File: src/rtl/usb_pbus_pkg.sv
package usb_pbus_pkg;

   typedef enum logic {
      LANES_ONE = 1'b0,
      LANES_TWO = 1'b1
   } width_mode_e;

endpackage

File: src/rtl/usb_pbus_tx.sv
module usb_pbus_tx
   import usb_pbus_pkg::*;
#(
   parameter int LANE_W = 8,
   localparam int BUS_W = 2 * LANE_W
) (
   input  logic              clk,
   input  logic              rst_n,
   input  width_mode_e       mode,
   input  logic              tx_valid,
   input  logic [BUS_W-1:0]  bus_in,
   input  logic              hiq_in,
   input  logic              take,
   output logic              tx_ready,
   output logic [LANE_W-1:0] out_byte,
   output logic              out_vld,
   output logic              sync_req,
   output logic              eop_req,
   output logic              busy
);

   logic [BUS_W-1:0] hold_q;
   logic             full_q;
   logic             pair_q;
   logic             upper_q;
   logic             txv_q;

   assign tx_ready = tx_valid && !full_q;
   assign out_vld  = full_q;
   assign busy     = full_q;
   assign out_byte = upper_q ? hold_q[BUS_W-1:LANE_W] : hold_q[LANE_W-1:0];

   always_ff @(posedge clk) begin
      if (!rst_n) begin
         hold_q   <= '0;
         full_q   <= 1'b0;
         pair_q   <= 1'b0;
         upper_q  <= 1'b0;
         txv_q    <= 1'b0;
         sync_req <= 1'b0;
         eop_req  <= 1'b0;
      end else begin
         txv_q    <= tx_valid;
         sync_req <= tx_valid && !txv_q;
         eop_req  <= !tx_valid && txv_q;
         if (tx_ready) begin
            hold_q  <= bus_in;
            pair_q  <= (mode == LANES_TWO) && hiq_in;
            upper_q <= 1'b0;
            full_q  <= 1'b1;
         end else if (full_q && take) begin
            if (pair_q && !upper_q) begin
               upper_q <= 1'b1;
            end else begin
               upper_q <= 1'b0;
               full_q  <= 1'b0;
            end
         end
      end
   end

endmodule

File: src/rtl/usb_pbus_rx.sv
module usb_pbus_rx
   import usb_pbus_pkg::*;
#(
   parameter int LANE_W = 8,
   localparam int BUS_W = 2 * LANE_W
) (
   input  logic              clk,
   input  logic              rst_n,
   input  width_mode_e       mode,
   input  logic              sop,
   input  logic              push,
   input  logic [LANE_W-1:0] in_byte,
   input  logic              last,
   input  logic              err,
   output logic [BUS_W-1:0]  word,
   output logic              hiq,
   output logic              rx_valid,
   output logic              rx_active,
   output logic              rx_error
);

   logic [LANE_W-1:0] low_q;
   logic              have_low_q;
   logic              final_q;

   always_ff @(posedge clk) begin
      if (!rst_n) begin
         low_q      <= '0;
         have_low_q <= 1'b0;
         final_q    <= 1'b0;
         word       <= '0;
         hiq        <= 1'b0;
         rx_valid   <= 1'b0;
         rx_active  <= 1'b0;
         rx_error   <= 1'b0;
      end else begin
         rx_valid <= 1'b0;
         rx_error <= push && err;
         if (sop) begin
            rx_active <= 1'b1;
         end else if (rx_valid && final_q) begin
            rx_active <= 1'b0;
         end
         if (push) begin
            if (mode == LANES_TWO) begin
               if (have_low_q) begin
                  word       <= {in_byte, low_q};
                  hiq        <= 1'b1;
                  rx_valid   <= 1'b1;
                  final_q    <= last;
                  have_low_q <= 1'b0;
               end else if (last) begin
                  word     <= {{LANE_W{1'b0}}, in_byte};
                  hiq      <= 1'b0;
                  rx_valid <= 1'b1;
                  final_q  <= 1'b1;
               end else begin
                  low_q      <= in_byte;
                  have_low_q <= 1'b1;
               end
            end else begin
               word     <= {in_byte, {LANE_W{1'b0}}};
               hiq      <= 1'b0;
               rx_valid <= 1'b1;
               final_q  <= last;
            end
         end
      end
   end

endmodule

File: src/rtl/usb_pbus_dir.sv
module usb_pbus_dir
   import usb_pbus_pkg::*;
#(
   parameter int          LANE_W   = 8,
   parameter width_mode_e RST_MODE = LANES_TWO,
   localparam int         BUS_W    = 2 * LANE_W,
   localparam int         N_LANES  = BUS_W / LANE_W
) (
   input  logic               clk,
   input  logic               rst_n,
   input  logic               mode_req,
   input  logic               tx_valid,
   input  logic               rx_valid,
   input  logic               rx_active,
   input  logic               tx_busy,
   output width_mode_e        mode,
   output logic [N_LANES-1:0] lane_oe,
   output logic               hiq_oe
);

   logic quiet;
   logic drive;

   assign quiet = !tx_valid && !rx_valid && !rx_active && !tx_busy;
   assign drive = !tx_valid && rx_valid;

   always_ff @(posedge clk) begin
      if (!rst_n) begin
         mode <= RST_MODE;
      end else if (quiet) begin
         mode <= width_mode_e'(mode_req);
      end
   end

   for (genvar g = 0; g < N_LANES; g++) begin : g_lane
      if (g == N_LANES - 1) begin : g_top
         assign lane_oe[g] = drive;
      end else begin : g_low
         assign lane_oe[g] = drive && (mode == LANES_TWO);
      end
   end

   assign hiq_oe = drive && (mode == LANES_TWO);

endmodule

File: src/rtl/usb_pbus_ctrl.sv
module usb_pbus_ctrl
   import usb_pbus_pkg::*;
#(
   parameter int          LANE_W   = 8,
   parameter width_mode_e RST_MODE = LANES_TWO,
   localparam int         BUS_W    = 2 * LANE_W
) (
   input  logic              clk,
   input  logic              rst_n,
   input  logic              mode_wide_req,
   input  logic              tx_valid,
   output logic              tx_ready,
   input  logic [BUS_W-1:0]  pbus_in,
   output logic [BUS_W-1:0]  pbus_out,
   output logic [1:0]        pbus_oe,
   input  logic              hiq_in,
   output logic              hiq_out,
   output logic              hiq_oe,
   output logic              rx_valid,
   output logic              rx_active,
   output logic              rx_error,
   output logic [LANE_W-1:0] ser_tx_byte,
   output logic              ser_tx_vld,
   input  logic              ser_tx_take,
   output logic              ser_sync_req,
   output logic              ser_eop_req,
   input  logic              ser_rx_sop,
   input  logic              ser_rx_push,
   input  logic [LANE_W-1:0] ser_rx_byte,
   input  logic              ser_rx_last,
   input  logic              ser_rx_err
);

   if (LANE_W < 2) begin : g_lane_w_chk
      $error("usb_pbus_ctrl: LANE_W must be at least 2");
   end

   width_mode_e mode_w;
   logic        tx_busy;

   usb_pbus_dir #(.LANE_W(LANE_W), .RST_MODE(RST_MODE)) u_dir (
      .clk       (clk),
      .rst_n     (rst_n),
      .mode_req  (mode_wide_req),
      .tx_valid  (tx_valid),
      .rx_valid  (rx_valid),
      .rx_active (rx_active),
      .tx_busy   (tx_busy),
      .mode      (mode_w),
      .lane_oe   (pbus_oe),
      .hiq_oe    (hiq_oe)
   );

   usb_pbus_tx #(.LANE_W(LANE_W)) u_tx (
      .clk      (clk),
      .rst_n    (rst_n),
      .mode     (mode_w),
      .tx_valid (tx_valid),
      .bus_in   (pbus_in),
      .hiq_in   (hiq_in),
      .take     (ser_tx_take),
      .tx_ready (tx_ready),
      .out_byte (ser_tx_byte),
      .out_vld  (ser_tx_vld),
      .sync_req (ser_sync_req),
      .eop_req  (ser_eop_req),
      .busy     (tx_busy)
   );

   usb_pbus_rx #(.LANE_W(LANE_W)) u_rx (
      .clk       (clk),
      .rst_n     (rst_n),
      .mode      (mode_w),
      .sop       (ser_rx_sop),
      .push      (ser_rx_push),
      .in_byte   (ser_rx_byte),
      .last      (ser_rx_last),
      .err       (ser_rx_err),
      .word      (pbus_out),
      .hiq       (hiq_out),
      .rx_valid  (rx_valid),
      .rx_active (rx_active),
      .rx_error  (rx_error)
   );

endmodule

File: config.mk
export PLATFORM = sky130hd
export DESIGN_NAME = usb_pbus_ctrl
export DESIGN_NICKNAME = d
export VERILOG_FILES = /design/src/rtl/usb_pbus_pkg.sv /design/src/rtl/usb_pbus_tx.sv /design/src/rtl/usb_pbus_rx.sv /design/src/rtl/usb_pbus_dir.sv /design/src/rtl/usb_pbus_ctrl.sv
export SDC_FILE = /design/constraint.sdc
export NUM_CORES = 1
export LEC_CHECK = 0
export BUFFER_PORTS_ARGS = -buffer_cell sky130_fd_sc_hd__buf_2
export CAP_MARGIN = 15
export CELL_PAD_IN_SITES_DETAIL_PLACEMENT = 0
export CELL_PAD_IN_SITES_GLOBAL_PLACEMENT = 1
export CORE_MARGIN = 1
export CORE_UTILIZATION = 39
export CTS_CLUSTER_DIAMETER = 40
export DETAILED_ROUTE_END_ITERATION = 8
export GPL_ROUTABILITY_DRIVEN = 0
export PLACE_DENSITY = 0.93
export SYNTH_ARGS = -nofsm -noshare
export SYNTH_HDL_FRONTEND = slang
export SYNTH_SLANG_ARGS = --single-unit
File: constraint.sdc
create_clock -name clk -period 2.24 [get_ports clk]
set_input_delay 0.336 -clock clk [delete_from_list [all_inputs] [get_ports clk]]
set_output_delay 0.336 -clock clk [all_outputs]
set_load 0.01 [all_outputs]
==> run summary, run 1 <==
## Run
* max capacitance violation total: 0

## Synthesis
* proportion of register bits with asynchronous set or reset after synthesis: 0%
* Synth top area share: 50.1%
* flip-flop and latch count after synthesis: 53
* average instance area after synthesis: 8.89 sq um
* number of distinct library cells after synthesis: 32
* cell types with the largest area share after synthesis: sky130_fd_sc_hd__dfxtp_1, sky130_fd_sc_hd__nand2_1, sky130_fd_sc_hd__a22o_1
* Synth warnings: 0
* number of nets produced by synthesis: 272
* primary flip-flop cell chosen by synthesis mapping: sky130_fd_sc_hd__dfxtp_1
* Post-synth top cells: sky130_fd_sc_hd__nand2_1, sky130_fd_sc_hd__dfxtp_1, sky130_fd_sc_hd__a22o_1
* post-synthesis instance total: 238
* cell type contributing the most total cell area after synthesis: sky130_fd_sc_hd__dfxtp_1
* count leader, synth: sky130_fd_sc_hd__nand2_1
* mapped cell area: 0.00212 sq mm
* fraction of the yosys area taken by sequential cells: 50.1%
* Post-synth EDFFs: 0

## Power
* total internal power: 1.46 mW
* Switching Share: 24.1%
* combinational share of power: 11.8%
* net load switching power: 0.463 mW
* Pleak: 1.16 nW
* proportion of power drawn by flip-flops and latches: 53.4%
* power share of the clock group: 34.9%
* Pwr Density: 742 mW/mm^2
* maximum vdd ir drop: 0.000347 V

## Routing
* number of vias after detailed routing: 1,766
* initial drt markers: 113
* number of detailed-route iterations in the first pass: 4
* Routed Antenna Nets: 0
* detailed-route wire length: 4440 um
* vias per inst: 4.81
* post-route DRC violation count: 0
* Avg WL per Cell: 12.1 um

## STA
* final setup slack of the worst path: 0.470 ns
* setup-violating endpoint count in the final report: 0
* worst slew margin relative to its limit: 54.6%
* Slew @ Worst Pin: 0.677 ns
* Setup Total Neg Slack: 0 ns
* total count of max-transition violations in the final report: 0
* worst hold margin: 0.262 ns
* Min Clock Period, post-route: 1.77 ns
* setup repair after global routing missed its margin: no
* portion of the clock cycle consumed by the worst path in the final layout: 79.0%
* Highest Clock Rate: 565 MHz
* clock skew after layout: 0.0102 ns
* Hold Vio Cnt, Final: 0

## Layout
* post-route non-filler standard cell count: 367
* Final Util: 50.0%
* Area growth, synth to finish: 22.4%
* number of fill cells in the layout: 508
* fraction of final layout cells with drive strength greater than 1: 30.6%
* count of antenna diodes in the layout: 0
* Post-layout nets: 330

## Global route
* pin count of the biggest net entering global routing: 39
* GRT Resource Usage Total: 16.2%
* total congestion overflow after global routing: 0
* vias in the first global route: 1,607
* number of antenna violations at the first check in global routing: 0
* wire length of the first global-routing pass: 7040 um

## CTS
* cts hold-fix bufs: 0
* buffer levels on the longest clock path: 2
* CTS Sinks: 53
* clock latency at the later pin of the worst-skew pair: 0.30 ns
* post-CTS resize count: 0
* clk slew on worst S/H paths: 0.10 ns
* clock root buffer: sky130_fd_sc_hd__clkbuf_8
* TritonCTS clock tree: yes
* count of buffers added by post-CTS timing repair for setup: 0
* maximum level of the CTS H-tree: 2
* clock buffers created by TritonCTS: 5

## Place
* worst setup slack after placement: 0.521 ns
* buffers added on ports: 68
* Cell Count Post-Placement: 359
* post-detailed-placement half-perimeter wirelength: 3010 um

## Floorplanning
* number of top-level pins: 69
* area of the core region: 0.00517 sq mm
* total die area: 0.00572 sq mm
* Vert. Die Dim: 75.7 um
* effective utilization at floorplan: 40.9%
* standard-cell row count: 26
* die extent in x: 75.7 um

## Worst setup path
* critical path fanouts, max: 11
* Critical Path End Type: primary output
* cell chain of the critical path: mux2_2, buf_2
* required time worst endpoint: 1.90 ns
* type of the worst setup path: reg -> out
* arrival time at the worst endpoint: 1.43 ns
* cell family with the largest share of critical-path delay: flip-flops
* crit-path max cell delay: 0.61 ns
* Bufs and invs on worst path: 1
* slowest stage cell on the critical path: sky130_fd_sc_hd__dfxtp_1
* startpoint type of the worst setup path: flip-flop

## Worst hold path
* class of the worst hold path: in -> reg

## Status
* status: finished, final reports clean

## kinds of logic after synthesis
family          after synthesis  synth area share [%]
compound gates               60                  20.2
simple gates                 95                  20.3
buf+inv                      21                  4.61
mux                           9                  4.73
flops                        53                  50.1
## final cells by class
class                           instances  area (sq um)  share of cell area (%)
Tap cell                               70          87.6                    3.38
Clock inverter                          2          37.5                    1.45
Sequential cell                        53          1060                    41.0
Timing Repair Buffer                   70           355                    13.7
Inverter                                2          7.51                   0.290
Clock buffer                            6          82.6                    3.19
Multi-Input combinational cell        164           957                    37.0
## worst min-delay path: stages
cell and delay, ns:
sky130_fd_sc_hd__buf_2 0.10, sky130_fd_sc_hd__nand2_1 0.05, sky130_fd_sc_hd__a21boi_1 0.05
## layer usage
layer	vias to the layer above	global-route usage [%]	part of all wire, %	routed length (um)
met5	-	0	0	0
met4	0	4.73	1.1	51
met3	4	3.97	3.8	169
met2	44	25.9	44	1960
met1	801	21.8	51	2260
li1	917	-	-	-
## cells in the final DEF, fill, tap and decap left out, drive strengths merged
cell type,n
buf,70
nand2,65
dfxtp,53
a21boi,22
o21ai,20
a22o,16
nand3,9
mux2,8
nor2b,7
clkbuf,6
nor2,3
and2,3
nand2b,2
inv,2
and3,2
nand4bb,1
or3b,1
nand4b,1
a21oi,1
nor4,1
mux2i,1
a31oi,1
bufinv,1
clkinvlp,1
## registers in the layout, summed over array words and instances, names as in the netlist
register,flops
u_rx.rx_active,1
u_tx.txv_q,1
u_tx.pair_q,1
u_tx.hold_q,16
u_tx.busy,1
u_rx.rx_error,1
u_rx.word,16
u_rx.rx_valid,1
u_rx.final_q,1
u_dir.mode,1
u_tx.sync_req,1
u_rx.low_q,8
u_tx.upper_q,1
u_tx.eop_req,1
u_rx.have_low_q,1
u_rx.hiq,1
## final timing paths
path         cells past startpoint                          from                           to  slack [ns]
max                              2     u_tx.upper_q$_SDFFE_PP0P_               ser_tx_byte[5]        0.47
max reg2reg                      3  u_rx.have_low_q$_SDFFE_PN0P_   u_rx.low_q[7]$_SDFFE_PN0P_        0.49
min                              3                    pbus_in[9]  u_tx.hold_q[9]$_SDFFE_PN0P_        0.26
min reg2reg                      1         u_tx.txv_q$_SDFF_PN0_     u_tx.sync_req$_SDFF_PN0_        0.41
## power groups by stage
stage	logic (mW)	registers, mW	clock network, mW
5_1_grt	0.255	1.03	0.722
3_5_place_dp	0.227	1.05	0
3_3_place_gp	0.224	1.05	0
6_report	0.226	1.03	0.671
2_1_floorplan	0.141	1.05	0
4_1_cts	0.228	1.03	0.692
## per-stage QoR
step,power (mW),area [sq um]
2_1_floorplan,1.19,2120
3_3_place_gp,1.27,2470
3_5_place_dp,1.28,2470
4_1_cts,1.95,2590
5_1_grt,2.01,2590
6_report,1.92,2590
No activity file was read; power rests on OpenSTA's default activity.
==> run 2, diff against run 1 <==
--- a/config.mk
+++ b/config.mk
@@ -10,11 +10,11 @@
 export CELL_PAD_IN_SITES_DETAIL_PLACEMENT = 0
 export CELL_PAD_IN_SITES_GLOBAL_PLACEMENT = 1
 export CORE_MARGIN = 1
-export CORE_UTILIZATION = 39
+export CORE_UTILIZATION = 33
 export CTS_CLUSTER_DIAMETER = 40
 export DETAILED_ROUTE_END_ITERATION = 8
 export GPL_ROUTABILITY_DRIVEN = 0
-export PLACE_DENSITY = 0.93
+export PLACE_DENSITY = 0.85
 export SYNTH_ARGS = -nofsm -noshare
 export SYNTH_HDL_FRONTEND = slang
 export SYNTH_SLANG_ARGS = --single-unit
==> constraint.sdc (replaced) <==
create_clock -name clk -period 1.6 [get_ports clk]
set_input_delay 0.24 -clock clk [delete_from_list [all_inputs] [get_ports clk]]
set_output_delay 0.24 -clock clk [all_outputs]
set_load 0.01 [all_outputs]
==> run summary, run 2 (synthesis results as in run 1) <==
## Status
* status: finished, final reports clean

## Floorplanning
* total die area: 0.00674 sq mm, +18%
* standard-cell row count: 28, +7.7%
* Vert. Die Dim: 82.1 um, +8.5%
* effective utilization at floorplan: 34.9%, -6.0 points
* number of top-level pins: 69, unchanged
* die extent in x: 82.1 um, +8.5%
* area of the core region: 0.00606 sq mm, +17%

## Worst setup path
* Critical R2R Capture: u_rx.word[6]$_SDFFE_PN0P_
* type of the worst setup path: reg -> out
* setup slack of the worst register-to-register path: 0.22 ns, -0.27 ns
* arrival time at the worst endpoint: 1.30 ns, -0.13 ns
* startpoint of the worst setup timing path: u_tx.upper_q$_SDFFE_PP0P_
* R2R cell count: 4, +1
* startpoint of the lowest-slack register-to-register path: u_rx.have_low_q$_SDFFE_PN0P_
* startpoint type of the worst setup path: flip-flop
* Critical Path End Type: primary output
* critical path fanouts, max: 11, unchanged
* required time worst endpoint: 1.36 ns, -0.54 ns

## Layout
* Area growth, synth to finish: 23.7%
* Post-layout nets: 335, +1.5%
* most frequent cells in the layout: sky130_fd_sc_hd__buf_2, sky130_fd_sc_hd__nand2_1, sky130_fd_sc_hd__dfxtp_1
* fraction of final layout cells with drive strength greater than 1: 31.8%, +1.1 points
* area of the multi-input gates: 957 sq um, unchanged
* Register Area: 0.00106 sq mm, +0.12%
* registers with the highest flip-flop counts: u_rx.word x16, u_tx.hold_q x16, u_rx.low_q x8
* post-route non-filler standard cell count: 377, +2.7%
* number of fill cells in the layout: 636, +25%
* count of antenna diodes in the layout: 0, unchanged
* most common cell after layout, fill and taps aside: sky130_fd_sc_hd__buf_2
* final standard cell area without fillers: 0.00262 sq mm, +1.1%

## Place
* Cell Count Post-Placement: 369, +2.8%
* post-detailed-placement half-perimeter wirelength: 3250 um, +7.8%
* total placed instance area: 0.00252 sq mm, +2.3%
* buffers added on ports: 68, unchanged

## Global route
* GRT Resource Usage Total: 14.3%, -1.9 points
* number of antenna violations at the first check in global routing: 0, unchanged
* wire length of the first global-routing pass: 7360 um, +4.4%
* vias in the first global route: 1,575, -2.0%
* pin count of the biggest net entering global routing: 38, -2.6%
* total congestion overflow after global routing: 0, unchanged

## Routing
* initial drt markers: 101, -11%
* Routed Antenna Nets: 0, unchanged
* post-route DRC violation count: 0, unchanged
* Avg WL per Cell: 12.1 um, +0.44%
* detailed-route wire length: 4580 um, +3.2%
* vias per inst: 4.72, -1.9%
* number of detailed-route iterations in the first pass: 4, unchanged
* number of vias after detailed routing: 1,779, +0.74%

## STA
* portion of the clock cycle consumed by the worst path in the final layout: 96.0%
* Min Clock Period, post-route: 1.54 ns
* Slew @ Worst Pin: 0.590 ns, -0.0865 ns
* setup repair after global routing missed its margin: no
* Highest Clock Rate: 651 MHz
* clock skew after layout: 0.0125 ns, +0.00227 ns
* Hold Vio Cnt, Final: 0, unchanged
* total count of max-transition violations in the final report: 0, unchanged
* setup-violating endpoint count in the final report: 0, unchanged
* worst slew margin relative to its limit: 60.5%, +5.9 points
* worst hold margin: 0.147 ns, -0.115 ns
* Setup Total Neg Slack: 0 ns, unchanged

## CTS
* maximum level of the CTS H-tree: 2, unchanged
* TritonCTS clock tree: yes
* clock buffers created by TritonCTS: 5, unchanged
* clock latency at the later pin of the worst-skew pair: 0.31 ns, about the same
* count of buffers added by post-CTS timing repair for setup: 0, unchanged
* CTS Sinks: 53, unchanged
* clock root buffer: sky130_fd_sc_hd__clkbuf_8
* buffer levels on the longest clock path: 2, unchanged
* clk slew on worst S/H paths: 0.10 ns, about the same

## Power
* Pwr Density: 960 mW/mm^2, +29%
* maximum vdd ir drop: 0.000421 V, +21%
* final total power: 2.51 mW, +31%
* Pleak: 1.17 nW, +0.68%

## Run
* max capacitance violation total: 0, unchanged

## Worst hold path
* hold path start: mode_wide_req
* class of the worst hold path: in -> reg
* worst min-delay path endpoint: u_dir.mode$_SDFFE_PN1P_
* number of instances on the worst hold path: 3, unchanged

==> run 2: cell types whose count changed in the layout (fill, tap and decap cells not counted), sizes merged <==
cell,change
buf,+5
bufinv,-1
clkinvlp,+1
==> run 2: worst max-delay path, stage by stage (launching register included) <==
cell and delay (ns):
sky130_fd_sc_hd__dfxtp_2 0.48, sky130_fd_sc_hd__mux2_2 0.37, sky130_fd_sc_hd__buf_2 0.14
==> run 2: how the worst max path moves through the flow <==
stage                           endpoint  slack [ns]  depth (start not counted)
5_1_grt                   ser_tx_byte[2]       0.003                          2
3_3_place_gp              ser_tx_byte[2]        0.24                          2
6_report                  ser_tx_byte[2]        0.06                          2
2_1_floorplan  u_rx.word[6]$_SDFFE_PN0P_        0.25                          4
4_1_cts                         tx_ready        0.04                          3
3_5_place_dp   u_rx.word[5]$_SDFFE_PN0P_        0.21                          5
==> run 2: cell type report <==
class | instances | area share (%)
sequential | 53 | 40.6
multi-input combinational | 164 | 36.6
timing repair buffer | 75 | 15.5
tap | 75 | 3.59
clock buffer | 6 | 2.77
clock inverter | 2 | 0.574
inverter | 2 | 0.383
==> run 2: power by group <==
group / total [mW] / switching (mW) / internal [mW] / leakage (nW)
clock network: 0.740 / 0.431 / 0.309 / 0.0374
registers: 1.43 / 0.0413 / 1.39 / 0.434
logic: 0.340 / 0.180 / 0.160 / 0.698
total: 2.51 / 0.653 / 1.86 / 1.17
==> run 2: through the flow <==
stage | util [%] | setup WS, ns
2_1_floorplan | - | 0.246
3_3_place_gp | 41.7 | 0.241
4_1_cts | 43.1 | 0.0370
6_report | 43.2 | 0.0643
5_1_grt | 43.2 | 0.00326
3_5_place_dp | 41.7 | 0.215
==> run 2: timing repair <==
action                     in CTS  in global routing
resized for setup               1                  2
setup endpoints to repair       8                  1
hold endpoints to repair        0                  0
hold buffers                    0                  0
pin swaps                       0                  0
==> run 2: metal layers <==
layer  routed length (um)  GRT usage [%]  up-vias
met1                 2160           19.0      800
met3                  281           4.00        5
met5                    0              0        -
li1                     -              -      929
met4                   40           5.26        0
met2                 2090           21.9       45
